$ cat config.mk
export PLATFORM = sky130hd
export DESIGN_NAME = copro_region_mgr
export DESIGN_NICKNAME = d
export VERILOG_FILES = /design/src/rtl/copro_region_mgr.sv
export SDC_FILE = /design/constraint.sdc
export NUM_CORES = 1
export LEC_CHECK = 0
export BUFFER_PORTS_ARGS = -buffer_cell sky130_fd_sc_hd__buf_2
export CAP_MARGIN = 10
export CORE_MARGIN = 10
export CORE_UTILIZATION = 52
export CTS_CLUSTER_DIAMETER = 100
export DETAILED_ROUTE_END_ITERATION = 8
export PLACE_DENSITY = 0.76
export SYNTH_ARGS = -nofsm -noshare
export SYNTH_HDL_FRONTEND = slang
export SYNTH_SLANG_ARGS = --single-unit
$ cat constraint.sdc
create_clock -name clk -period 2.6 [get_ports clk]
set_input_delay 0.13 -clock clk [delete_from_list [all_inputs] [get_ports clk]]
set_output_delay 0.13 -clock clk [all_outputs]
set_load 0.03 [all_outputs]
$ cat src/rtl/copro_region_mgr.sv
module copro_region_mgr #(
  parameter int NREG         = 2,
  parameter int NID          = 8,
  parameter int AW           = 16,
  parameter int LW           = 12,
  parameter int QD           = 2,
  parameter int IMG_BASE     = 0,
  parameter int IMG_STRIDE   = 256,
  parameter int IMG_LEN0     = 16,
  parameter int IMG_LEN_STEP = 4,
  localparam int IDW = $clog2(NID),
  localparam int RW  = $clog2(NREG),
  localparam int QAW = $clog2(QD)
) (
  input  logic           clk,
  input  logic           rst_n,
  input  logic           sel_req,
  input  logic [IDW-1:0] sel_id,
  input  logic           drop_req,
  input  logic [IDW-1:0] drop_id,
  output logic           sel_ack,
  output logic           load_start,
  output logic [AW-1:0]  load_addr,
  output logic [LW-1:0]  load_len,
  output logic [RW-1:0]  load_region,
  input  logic           load_done
);

  logic [NREG-1:0] vld, rmv;
  logic [IDW-1:0]  own [NREG];
  logic [RW-1:0]   age [NREG];
  logic            cur_vld;
  logic [RW-1:0]   cur;
  logic            busy, loading;
  logic [RW-1:0]   tgt;
  logic [IDW-1:0]  tgt_id;

  logic [IDW-1:0]  q [QD];
  logic [QAW-1:0]  wp, rp;
  logic [QAW:0]    qcnt;

  logic            hit;
  logic [RW-1:0]   hit_idx;
  logic            free_f, rm_f;
  logic [RW-1:0]   free_idx, rm_idx, lru_idx, victim;
  logic [RW-1:0]   lru_age;

  wire accept = sel_req && !busy;
  wire push   = accept && !hit;
  wire pop    = (qcnt != 0) && !loading;
  wire fin    = loading && load_done;
  wire sel_ev = (accept && hit) || fin;
  wire [RW-1:0]  sel_r = fin ? tgt : hit_idx;
  wire [IDW-1:0] pid   = q[rp];

  always_comb begin
    hit = 1'b0; hit_idx = '0;
    free_f = 1'b0; free_idx = '0;
    rm_f = 1'b0; rm_idx = '0;
    lru_idx = '0; lru_age = '0;
    for (int i = NREG-1; i >= 0; i--) begin
      if (vld[i] && own[i] == sel_id) begin hit = 1'b1; hit_idx = RW'(i); end
      if (!vld[i]) begin free_f = 1'b1; free_idx = RW'(i); end
      if (vld[i] && rmv[i] && !(cur_vld && cur == RW'(i))) begin rm_f = 1'b1; rm_idx = RW'(i); end
    end
    for (int i = 0; i < NREG; i++)
      if (!(cur_vld && cur == RW'(i)) && age[i] >= lru_age) begin lru_age = age[i]; lru_idx = RW'(i); end
    victim = free_f ? free_idx : (rm_f ? rm_idx : lru_idx);
  end

  always_ff @(posedge clk) begin
    if (!rst_n) begin
      vld <= '0; rmv <= '0;
      for (int i = 0; i < NREG; i++) begin own[i] <= '0; age[i] <= RW'(i); end
      for (int i = 0; i < QD; i++) q[i] <= '0;
      cur_vld <= 1'b0; cur <= '0;
      busy <= 1'b0; loading <= 1'b0; tgt <= '0; tgt_id <= '0;
      wp <= '0; rp <= '0; qcnt <= '0;
      sel_ack <= 1'b0; load_start <= 1'b0;
      load_addr <= '0; load_len <= '0; load_region <= '0;
    end else begin
      sel_ack    <= sel_ev;
      load_start <= pop;
      qcnt       <= qcnt + (QAW+1)'(push) - (QAW+1)'(pop);
      if (push) begin
        busy  <= 1'b1;
        q[wp] <= sel_id;
        wp    <= (wp == QAW'(QD-1)) ? '0 : wp + 1'b1;
      end
      if (pop) begin
        rp          <= (rp == QAW'(QD-1)) ? '0 : rp + 1'b1;
        loading     <= 1'b1;
        tgt         <= victim;
        tgt_id      <= pid;
        load_region <= victim;
        load_addr   <= AW'(IMG_BASE + int'(pid) * IMG_STRIDE);
        load_len    <= LW'(IMG_LEN0 + int'(pid) * IMG_LEN_STEP);
      end
      if (drop_req)
        for (int i = 0; i < NREG; i++)
          if (vld[i] && own[i] == drop_id) rmv[i] <= 1'b1;
      if (sel_ev) begin
        cur_vld    <= 1'b1;
        cur        <= sel_r;
        rmv[sel_r] <= 1'b0;
        for (int i = 0; i < NREG; i++)
          if (age[i] < age[sel_r]) age[i] <= age[i] + 1'b1;
        age[sel_r] <= '0;
      end
      if (fin) begin
        loading  <= 1'b0;
        busy     <= 1'b0;
        vld[tgt] <= 1'b1;
        own[tgt] <= tgt_id;
      end
    end
  end

  a_r4_ack_single: assert property (@(posedge clk) disable iff (!rst_n)
    sel_ack |=> !sel_ack);
  a_r3_start_single: assert property (@(posedge clk) disable iff (!rst_n)
    load_start |=> !load_start);
  a_r8_not_current: assert property (@(posedge clk) disable iff (!rst_n)
    load_start |-> !(cur_vld && load_region == cur));
  a_r9_no_early_ack: assert property (@(posedge clk) disable iff (!rst_n)
    (busy && !load_done) |=> !sel_ack);
  a_r2_hit_ack: assert property (@(posedge clk) disable iff (!rst_n)
    (sel_req && !busy && hit) |=> (sel_ack && !load_start));
  a_r3_queue_no_overflow: assert property (@(posedge clk) disable iff (!rst_n)
    push |-> (qcnt < (QAW+1)'(QD)));

endmodule

## Word-level counts from Yosys, hierarchy flattened

Memory sizes are Yosys's and may differ from the RTL's. A register that Yosys moved wholly into a read port is not among the register bits.
Index checks and enable logic that the tools add are counted.

| cells by class | value |
|---|---|
| bitwise operators | 7 |
| multiplexer cells | 53 |
| equal/unequal tests | 4 |
| reduce and logical (&&, ||, !) cells | 29 |
| add/sub/neg operators | 7 |
| magnitude comparators | 8 |

Operators with widths:

| operator | number |
|---|---|
| $mux 1 | 46 |
| $logic_and 1x1->1 | 19 |
| $eq 3x3->1 | 4 |
| $add 5x5->6 const A | 1 |
| $mux 2 | 3 |
| $mux 3 | 2 |
| $reduce_or 3->1 | 2 |
| $logic_not 1->1 | 5 |
| $add 1x1->1 const B | 4 |
| $lt 1x2->1 const B | 2 |
| $ge 1x1->1 const B | 3 |
| $add 2x1->2 | 1 |
| $and 2x2->2 | 1 |
| $demux 1 s1 | 2 |
| $lt 1x1->1 | 2 |
| $not 1->1 | 2 |
| $not 2->2 | 1 |
| $or 1x1->1 | 2 |
| $or 2x2->2 | 1 |
| $reduce_bool 2->1 | 1 |
| $reduce_or 2->1 | 1 |
| $sub 2x1->2 | 1 |
| $ge 1x1->1 | 1 |
| $logic_or 1x1->1 | 1 |

| word-level totals | value |
|---|---|
| bits of input ports | 11 |
| output and inout bits | 31 |
| memories | 3 |
| flip-flop bits (word level) | 30 |
| memory bits (writable) | 14 |
| logic and storage cells | 125 |

Memories:

| name | words | bits a word | rd ports | clocked after memory_dff | write ports | RTL line | source |
|---|---|---|---|---|---|---|---|
| own | 2 | 3 | 2 | 0 | 2 | 30 | `logic [IDW-1:0] own [NREG];` |
| q | 2 | 3 | 1 | 1 | 2 | 38 | `logic [IDW-1:0] q [QD];` |
| age | 2 | 1 | 3 | 0 | 3 | 31 | `logic [RW-1:0] age [NREG];` |

## Longest topological paths before layout

Gate-level depths: netlist of run 1.
An unclocked memory read counts as a cell.

| logic depth | value |
|---|---|
| depth in word-level cells | 13 |
| mapped depth | 10 |
| mapped depth without buffers | 10 |

## Worst setup path before layout of run 1

Ideal clock, no wire load.

| timing | value |
|---|---|
| kind | register to register |
| from | mem own[0][0] (netlist name) |
| to | reg qcnt[1] |
| path slack | 712 ps |
| data required time | 2485 ps |
| clock period less this slack | 1888 ps |
| stages on the path, launching flop included | 11 |
| arrival | 1773 ps |
| library setup time | 115 ps |
| path through | edfxtp_1 xnor2_1 nand4_2 and3_4 inv_4 ha_1 inv_1 ha_1 xnor2_1 xnor2_1 and2_1 |

RTL lines:

| what | RTL line | source |
|---|---|---|
| start: declaration | 30 |  |
| end signal: assignment | 84 | `qcnt <= qcnt + (QAW+1)'(push) - (QAW+1)'(pop);` |
| end: declaration | 40 | `logic [QAW:0] qcnt;` |

==> metrics.txt, run 1 <==
outcome completed; clock skew 0.009605 ns; final WL 3.374 mm; crit path capture type register; crit path kind reg2reg; worst r2r src own[0][1]; maximum clock rate 0.4643 GHz; Total GRT Usage 0.1145; Post-DRT Antenna Nets 0; number of synthesized register bits 34; drt via density 4.926; Netlist cell types 35; Pwr Density 865.9 mW/mm^2; RePlAce Congestion about 0.8; Layout area overhead 5.704%; vias roughly 1100; crit path from own[0][1]; Critical R2R Capture qcnt[1]; Synth warnings 0; most frequent cells in the layout 22 x dfxtp_1, 21 x conb_1, 20 x and2_1, 20 x buf_2, 12 x edfxtp_1; clock sink count 34; Wirelength per Cell 14.73 um; final hold vios 0; Total Die Area 0.005928 sq mm; RSZ-0062 raised after global routing no; # Max-Cap Violations 0; nets@finish 197; Tcrit/Tclk final 0.8283; clk_lat worst skew roughly 0.34 ns; startpoint class of the critical path register; Hold Crit Class in2reg; ys async rst share 0; Slew @ Worst Pin approximately 0.61 ns; CTS buffer count 5; die span in y 77.00 um; final setup fails 0; DP Wirelength 2.693 mm; root buf cell clkbuf_4; First-pass DRT Iterations 4; site row count 20; Post-CTS Setup Repair Bufs 0; # DRC 0; Ant. Diodes 0; num ports 42; required time of the critical path 2.84 ns; Die W approximately 77 um; I/O Buffers 20; Mapped Cells around 160; leading cell type in the layout, fill and taps excluded dfxtp_1; main flop type after synthesis dfxtp_1; H-tree depth 2; Leakage 0.8187 nW; r2r worst-path depth 10; Congestion Overflow GR 0; post-route minimum period around 2.2 ns; syn_area_per_cell 10.36 sq um; Post-synth EDFFs 12; initial drt markers 89; first-pass GRT wire length 5.547 mm; largest net degree at the start of global routing 27; share of cells above drive strength 1 0.1784; CTS-repair resized insts 0; Tot Pwr roughly 1.5 mW; fin. max-slew vios 0; Initial Util 0.5488; initial antenna violation count 0; CTS Hold Bufs 0; Fin Setup TNS 0 ns; Core ar. 0.003078 sq mm; Worst VDD drop 0.7700 mV; fillers 283; register area share after synthesis 0.4741; Mapped Area 0.001689 sq mm; Slew headroom 0.5895; crit path capture qcnt[1]; flop-to-flop setup slack around 0.45 ns; Clock Tree Buf Depth 2; CTS clk-pin slew, worst paths around 0.1 ns; critical path arrival 2.40 ns; crit path max fanout 4; TritonCTS clock tree yes; number of global-route vias before repair 1144
report_power, final:
group          internal, mW  switching [mW]  leakage (nW)
registers             0.654          0.0864         0.306
logic                 0.195           0.338         0.480
clock network         0.103           0.169        0.0320
total                 0.952           0.594         0.819
logic make-up (layout without fill, tap and decap cells):
family	count (synthesis)	in the layout	share of synthesized area
mux	4	4	0.02370
other cells	1	21	0.002220
compound gates	23	23	0.09704
flops	34	34	0.4741
buf+inv	29	31	0.1200
fa+ha+maj	2	2	0.01481
simple gates	54	54	0.1852
xor+xnor	16	16	0.08296
routing by layer:
metal / track usage / wire length [um]
met4: 0.04380 / 53
met5: 0 / 0
met2: 0.1754 / 1470
met3: 0.05361 / 323
met1: 0.1360 / 1528
cell type report:
type                       count  area (sq um)  area share
clock buffer                   6         41.29     0.02313
clock inverter                 2         10.01    0.005606
inverter                       2         10.01    0.005606
multi-input combinational    120         760.7      0.4261
sequential                    34         800.8      0.4485
tap                           44         55.05     0.03083
timing repair buffer          21         107.6     0.06027
state kept, by name, indices dropped and copies added (netlist names), 2 cells and up, named ones only:
register  count
own           6
q             6
load_len      4
age           2
qcnt          2
rmv           2
vld           2
worst min path at each step:
stage | startpoint | slack, ns | cells after the start | end
floorplan | sel_id[0] | 0.33 | 1 | q[0][0]
global placement | cur | 0.45 | 1 | cur
detailed placement | cur | 0.46 | 1 | cur
CTS | load_done | 0.13 | 3 | loading
global route | sel_id[0] | 0.14 | 2 | q[1][0]
finish | sel_id[0] | 0.15 | 2 | q[1][0]
synthesized netlist by cell type, types with 3 or more instances:
cell,instances,area (sq um)
xnor2_1,11,96.34
nand2_1,10,37.54
dfxtp_1,22,440.4
buf_4,24,180.2
o211a_1,3,30.03
nor3_1,4,20.02
nor2_1,6,22.52
xor2_1,5,43.79
and2_1,20,125.1
nor2b_1,4,25.02
mux2i_1,4,40.04
o21a_1,4,30.03
a21oi_1,4,20.02
edfxtp_1,12,360.4
o21ai_0,5,25.02
per-stage QoR:
stage / setup WS (ns) / utilization / hold slack (ns) / area (sq um) / std cells
6_report: 0.4464 / 0.5801 / 0.1471 / 1785 / 229
4_1_cts: 0.4537 / 0.5801 / 0.1279 / 1785 / 229
3_5_place_dp: 0.4608 / 0.5634 / 0.4584 / 1734 / 221
5_1_grt: 0.3110 / 0.5801 / 0.1367 / 1785 / 229
3_3_place_gp: 0.6249 / 0.5634 / 0.4502 / 1734 / 221
2_1_floorplan: 0.7123 / - / 0.3282 / 1764 / 183
worst max-delay path, stage by stage, from the launching register on:
cell and delay [ns]:
edfxtp_1 0.47, xnor2_1 0.21, nand4_2 0.19, and3_4 0.25
inv_4 0.08, ha_1 0.23, inv_1 0.06, ha_1 0.15
xnor2_1 0.15, xnor2_1 0.10, and2_1 0.15
(Power assumes the default switching activity.)
==> run 2, diff against run 1 <==
==> constraint.sdc (replaced) <==
create_clock -name clk -period 2 [get_ports clk]
set_input_delay 0.1 -clock clk [delete_from_list [all_inputs] [get_ports clk]]
set_output_delay 0.1 -clock clk [all_outputs]
set_load 0.03 [all_outputs]
==> run 2 against run 1 <==
  * Register-to-register slack worse by 0.41 ns
  * Worst setup slack worse by 0.41 ns
  * Final area up 5.5%
  * Flip-flop and latch count unchanged
  * Cell count up 3.1%
  * Non-clock buffer count up 7
  * Critical path depth unchanged
  * Die area unchanged
  * Critical endpoint unchanged
  * Largest cell class is now multi-input combinational cells
==> metrics.txt, run 2 (synthesized netlist as in run 1, its figures left out) <==
maximum clock rate 0.5098 GHz (+9.8%); Layout area overhead 11.48%; first-pass GRT wire length 5.382 mm (-3.0%); internal cell power 1.283 mW (+35%); final WL 3.422 mm (+1.4%); # DRC 0 (unchanged); Core ar. 0.003078 sq mm (unchanged); met1 Resource Use GR 0.1233 (-0.01272); Wirelength per Cell 14.50 um (-1.6%); initial drt markers 55 (-38%); leading cell type in the layout, fill and taps excluded dfxtp_1; design area 0.001883 sq mm (+5.5%); crit path kind reg2reg; TritonCTS clock tree yes; Top Registers own (6), q (6), load_len (4); initial antenna violation count 0 (unchanged); Worst VDD drop 0.8677 mV (+13%); most frequent cells in the layout 22 x dfxtp_1, 21 x conb_1, 20 x and2_1, 20 x buf_2, 12 x edfxtp_1; switching pwr 0.7898 mW (+33%); flop-to-flop setup slack 0.04 ns (-0.41 ns); Leakage 0.8680 nW (+6.0%); site row count 20 (unchanged); crit path max fanout 3 (-1); Pwr Density 1101 mW/mm^2 (+27%); Slew headroom 0.6292 (+0.03972); fin. max-slew vios 0 (unchanged); final hold vios 0 (unchanged); H-tree depth 2 (unchanged); Comb pwr share 0.365 (+0.020); Total Die Area 0.005928 sq mm (unchanged); GRT busiest layer met2; outcome completed; number of global-route vias before repair 1164 (+1.7%); fillers 245 (-13%); required time of the critical path 2.24 ns (-0.60 ns); clock sink count 34 (unchanged); Die W 77.00 um (unchanged); startpoint class of the critical path register; Tot Pwr 2.073 mW (+34%); Tcrit/Tclk final 0.9809 (+0.1525); vias 1161 (+2.9%); clk_lat worst skew 0.34 ns (about the same); Clock Tree Buf Depth 2 (unchanged); sequential share of power 0.461 (-0.018); drt via density 4.919 (-0.13%); I/O Buffers 20 (unchanged); critical path arrival 2.21 ns (-0.19 ns); DP Area 0.001749 sq mm (+0.87%); Post-DRT Antenna Nets 0 (unchanged); Slew @ Worst Pin 0.5504 ns (-0.05895 ns); root buf cell clkbuf_4; # Max-Cap Violations 0 (unchanged); Congestion Overflow GR 0 (unchanged); CTS Hold Bufs 0 (unchanged); First-pass DRT Iterations 4 (unchanged); Initial Util 0.5488 (unchanged); grt met3 use 0.05944 (+0.005828); clock share of power 0.174 (-0.002); Fin Setup TNS 0 ns (unchanged); largest net degree at the start of global routing 27 (unchanged); Ant. Diodes 0 (unchanged); Total GRT Usage 0.1127 (-0.001816); final setup fails 0 (unchanged); post-route minimum period 1.962 ns (-0.1919 ns); Hold Crit Class in2reg; met2 Use GR 0.1728 (-0.002530); share of cells above drive strength 1 0.2448 (+0.06641); CTS clk-pin slew, worst paths 0.10 ns (about the same); crit path capture type register; die span in y 77.00 um (unchanged); DP Wirelength 2.632 mm (-2.3%); CTS buffer count 5 (unchanged); Switching Fraction 0.3810 (-0.003192); clock skew 0.01423 ns (+0.004623 ns); RePlAce Congestion 0.7602 (-4.8%); num ports 42 (unchanged); nets@finish 204 (+3.6%)
[run 2: cell count changes in the layout (fill, tap and decap cells not counted), sizes merged]
cell	previous run	this run
buf	21	28
[run 2: layout make-up]
| type | instances | area (sq um) | area share |
|---|---|---|---|
| multi-input combinational | 120 | 805.8 | 0.4279 |
| sequential | 34 | 800.8 | 0.4252 |
| timing repair buffer | 28 | 160.2 | 0.08505 |
| tap | 44 | 55.05 | 0.02924 |
| clock buffer | 6 | 41.29 | 0.02193 |
| clock inverter | 2 | 10.01 | 0.005316 |
| inverter | 2 | 10.01 | 0.005316 |
[run 2: final timing paths]
path,cells past startpoint,to,from
hold / removal,3,loading,load_done
setup / recovery,10,qcnt[1],own[1][2]
setup reg to reg,10,qcnt[1],own[1][2]
hold reg to reg,1,cur,cur
[run 2: what timing repair did]
action	in CTS	in global routing
gates resized for setup	1	6
setup endpoints to repair	1	1
pin swaps	0	5
buffers inserted	2	3
[run 2: worst max-delay path: stages (launching register included)]
cell and delay [ns]:
edfxtp_1 0.46, xnor2_2 0.18, nand4_1 0.11, and3_4 0.22, inv_4 0.04, ha_4 0.25, inv_2 0.03, ha_2 0.17
xnor2_2 0.18, xnor2_1 0.09, and2_1 0.15
[run 2: power by group through the flow]
stage	clock network [mW]	registers, mW	logic (mW)
after floorplan	0	1.03	0.498
after global placement	0	0.965	0.678
after CTS	0.368	0.955	0.723
after global routing	0.402	0.974	0.812
final	0.360	0.957	0.756
after detailed placement	0	0.972	0.699
[run 2: layer usage]
layer  routed length, um  part of all wire
met1                1472              0.43
met2                1531              0.45
met3                 301             0.088
met4                 116             0.034
met5                   0                 0
[run 2: stage by stage]
step | utilization | setup slack [ns] | hold slack, ns | cells
CTS | 0.5923 | 0.01158 | 0.09638 | 233
detailed placement | 0.5683 | 0.008336 | 0.4577 | 223
finish | 0.6118 | 0.03827 | 0.1109 | 236
global route | 0.6118 | -0.02429 | 0.1119 | 236
global placement | 0.5683 | 0.08147 | 0.4480 | 223
floorplan | - | 0.1123 | 0.2982 | 183
==> run 3, diff against run 2 <==
--- a/config.mk
+++ b/config.mk
@@ -8,10 +8,10 @@
 export BUFFER_PORTS_ARGS = -buffer_cell sky130_fd_sc_hd__buf_2
 export CAP_MARGIN = 10
 export CORE_MARGIN = 10
-export CORE_UTILIZATION = 52
+export CORE_UTILIZATION = 45
 export CTS_CLUSTER_DIAMETER = 100
 export DETAILED_ROUTE_END_ITERATION = 8
-export PLACE_DENSITY = 0.76
+export PLACE_DENSITY = 0.67
 export SYNTH_ARGS = -nofsm -noshare
 export SYNTH_HDL_FRONTEND = slang
 export SYNTH_SLANG_ARGS = --single-unit
==> run 3 against run 2 <==
  * Clock skew shrank 0.0073 ns
  * Clock power up 110%
  * Sequential power increased by 0.4%
  * Sequential share of layout area is 2.3 points lower
  * Count of clock-buffer cells in the layout fell by 1
  * Critical path type unchanged
  * Combinational power increased by 3.6%
  * Final area is 5.8% higher
  * First-iteration DRC count increased by 42%
==> metrics.txt, run 3 (synthesized netlist as in run 1, its figures left out) <==
Leakage 0.9095 nW (+4.8%); GRT busiest layer met2; Top Registers own (6), q (6), load_len (4); initial antenna violation count 0 (unchanged); Total GRT Usage 0.1037 (-0.008981); Fin Setup TNS 0 ns (unchanged); crit path kind reg2reg; initial drt markers 78 (+42%); met2 Use GR 0.1596 (-0.01329); final WL 3.506 mm (+2.5%); outcome completed; post-route minimum period 1.989 ns (+0.02765 ns); startpoint class of the critical path register; H-tree depth 2 (unchanged); die span in y 81.27 um (+5.5%); crit path capture type register; Die W 81.27 um (+5.5%); fin. max-slew vios 0 (unchanged); DP Wirelength 2.592 mm (-1.5%); Tot Pwr 2.504 mW (+21%); WHS 0.1671 ns (+0.05629 ns); required time of the critical path 2.19 ns (-0.05 ns); fillers 332 (+36%); Layout area overhead 17.93%; share of cells above drive strength 1 0.2526 (+0.007786); TritonCTS clock tree yes; Pwr Density 1257 mW/mm^2 (+14%); first-pass GRT wire length 5.313 mm (-1.3%); Core ar. 0.003633 sq mm (+18%); crit path max fanout 4 (+1); I/O Buffers 20 (unchanged); CTS buffer count 5 (unchanged); vias 1143 (-1.6%); grt met3 use 0.04194 (-0.01750); leading cell type in the layout, fill and taps excluded dfxtp_1; Hold Crit Class in2reg; fin util 0.5482 (-0.06358); # DRC 0 (unchanged); clk_lat worst skew 0.29 ns (-0.05 ns); final hold vios 0 (unchanged); most frequent cells in the layout 22 x dfxtp_1, 21 x conb_1, 20 x and2_1, 20 x buf_2, 12 x edfxtp_1; critical path arrival 2.18 ns (-0.03 ns); Congestion Overflow GR 0 (unchanged); RePlAce Congestion 0.7846 (+3.2%); root buf cell clkbuf_8; DP Cell Count 227 (+1.8%); Ant. Diodes 0 (unchanged); Tcrit/Tclk final 0.9947 (+0.01382); clock sink count 34 (unchanged); Slew headroom 0.6328 (+0.003607); Total Die Area 0.006604 sq mm (+11%); largest net degree at the start of global routing 27 (unchanged); final setup fails 0 (unchanged); Initial Util 0.4649 (-0.08390); CTS clk-pin slew, worst paths 0.07 ns (-0.03 ns); Worst VDD drop 0.7364 mV (-15%); site row count 22 (+10%); Clock Tree Buf Depth 2 (unchanged); num ports 42 (unchanged); final cell count without fillers 242 (+2.5%); maximum clock rate 0.5027 GHz (-1.4%); number of global-route vias before repair 1092 (-6.2%); nets@finish 206 (+0.98%); drt via density 4.723 (-4.0%); First-pass DRT Iterations 4 (unchanged); final setup margin 0.01062 ns (-0.02765 ns); design area 0.001992 sq mm (+5.8%); setup slack at placement 0.01977 ns (+0.01144 ns); met1 Resource Use GR 0.1282 (+0.004858); Wirelength per Cell 14.49 um (about the same); Post-DRT Antenna Nets 0 (unchanged); Slew @ Worst Pin 0.5451 ns (-0.005353 ns); DP Area 0.001754 sq mm (+0.29%); # Max-Cap Violations 0 (unchanged); clock skew 0.006924 ns (-0.007305 ns)
## run 3: repair_timing
action                                  in CTS  in global routing
setup buffers                                1                  6
hold buffers                                 0                  0
pin swaps                                    0                  6
endpoints found under the setup margin       1                  1
gates resized for setup                      0                  7
gates cloned                                 0                  0
## run 3: layout make-up
type	instances	area, sq um	area share
clock buffer	5	68.82	0.03455
multi-input combinational	120	808.3	0.4058
inverter	2	10.01	0.005025
tap	48	60.06	0.03015
clock inverter	3	68.82	0.03455
timing repair buffer	30	175.2	0.08794
sequential	34	800.8	0.4020
## run 3: per-layer routing
metal  share of wire  up-vias
met5               0        -
li1                -      570
met3            0.10        3
met1            0.42      527
met4          0.0077        0
met2            0.47       43
## run 3: worst paths after layout
path                            startpoint       to  slack, ns  cells after the start
worst min-delay path             sel_id[1]  q[0][1]       0.17                      2
worst max-delay path             own[1][0]  qcnt[1]       0.01                     10
worst min register to register         cur      cur       0.49                      1
worst max register to register   own[1][0]  qcnt[1]       0.01                     10
## run 3: worst max-delay path, stage by stage (launching register included)
cell and delay, ns:
edfxtp_1 0.44, xnor2_2 0.17, nand4_1 0.13, and3_4 0.23
inv_4 0.05, ha_4 0.26, inv_2 0.04, ha_4 0.15
xnor2_2 0.13, xnor2_1 0.13, and2_1 0.16
## run 3: power breakdown
| group | internal [mW] | switching, mW | total, mW |
|---|---|---|---|
| Sequential | 0.851 | 0.110 | 0.961 |
| Combinational | 0.316 | 0.467 | 0.783 |
| Clock | 0.499 | 0.260 | 0.760 |
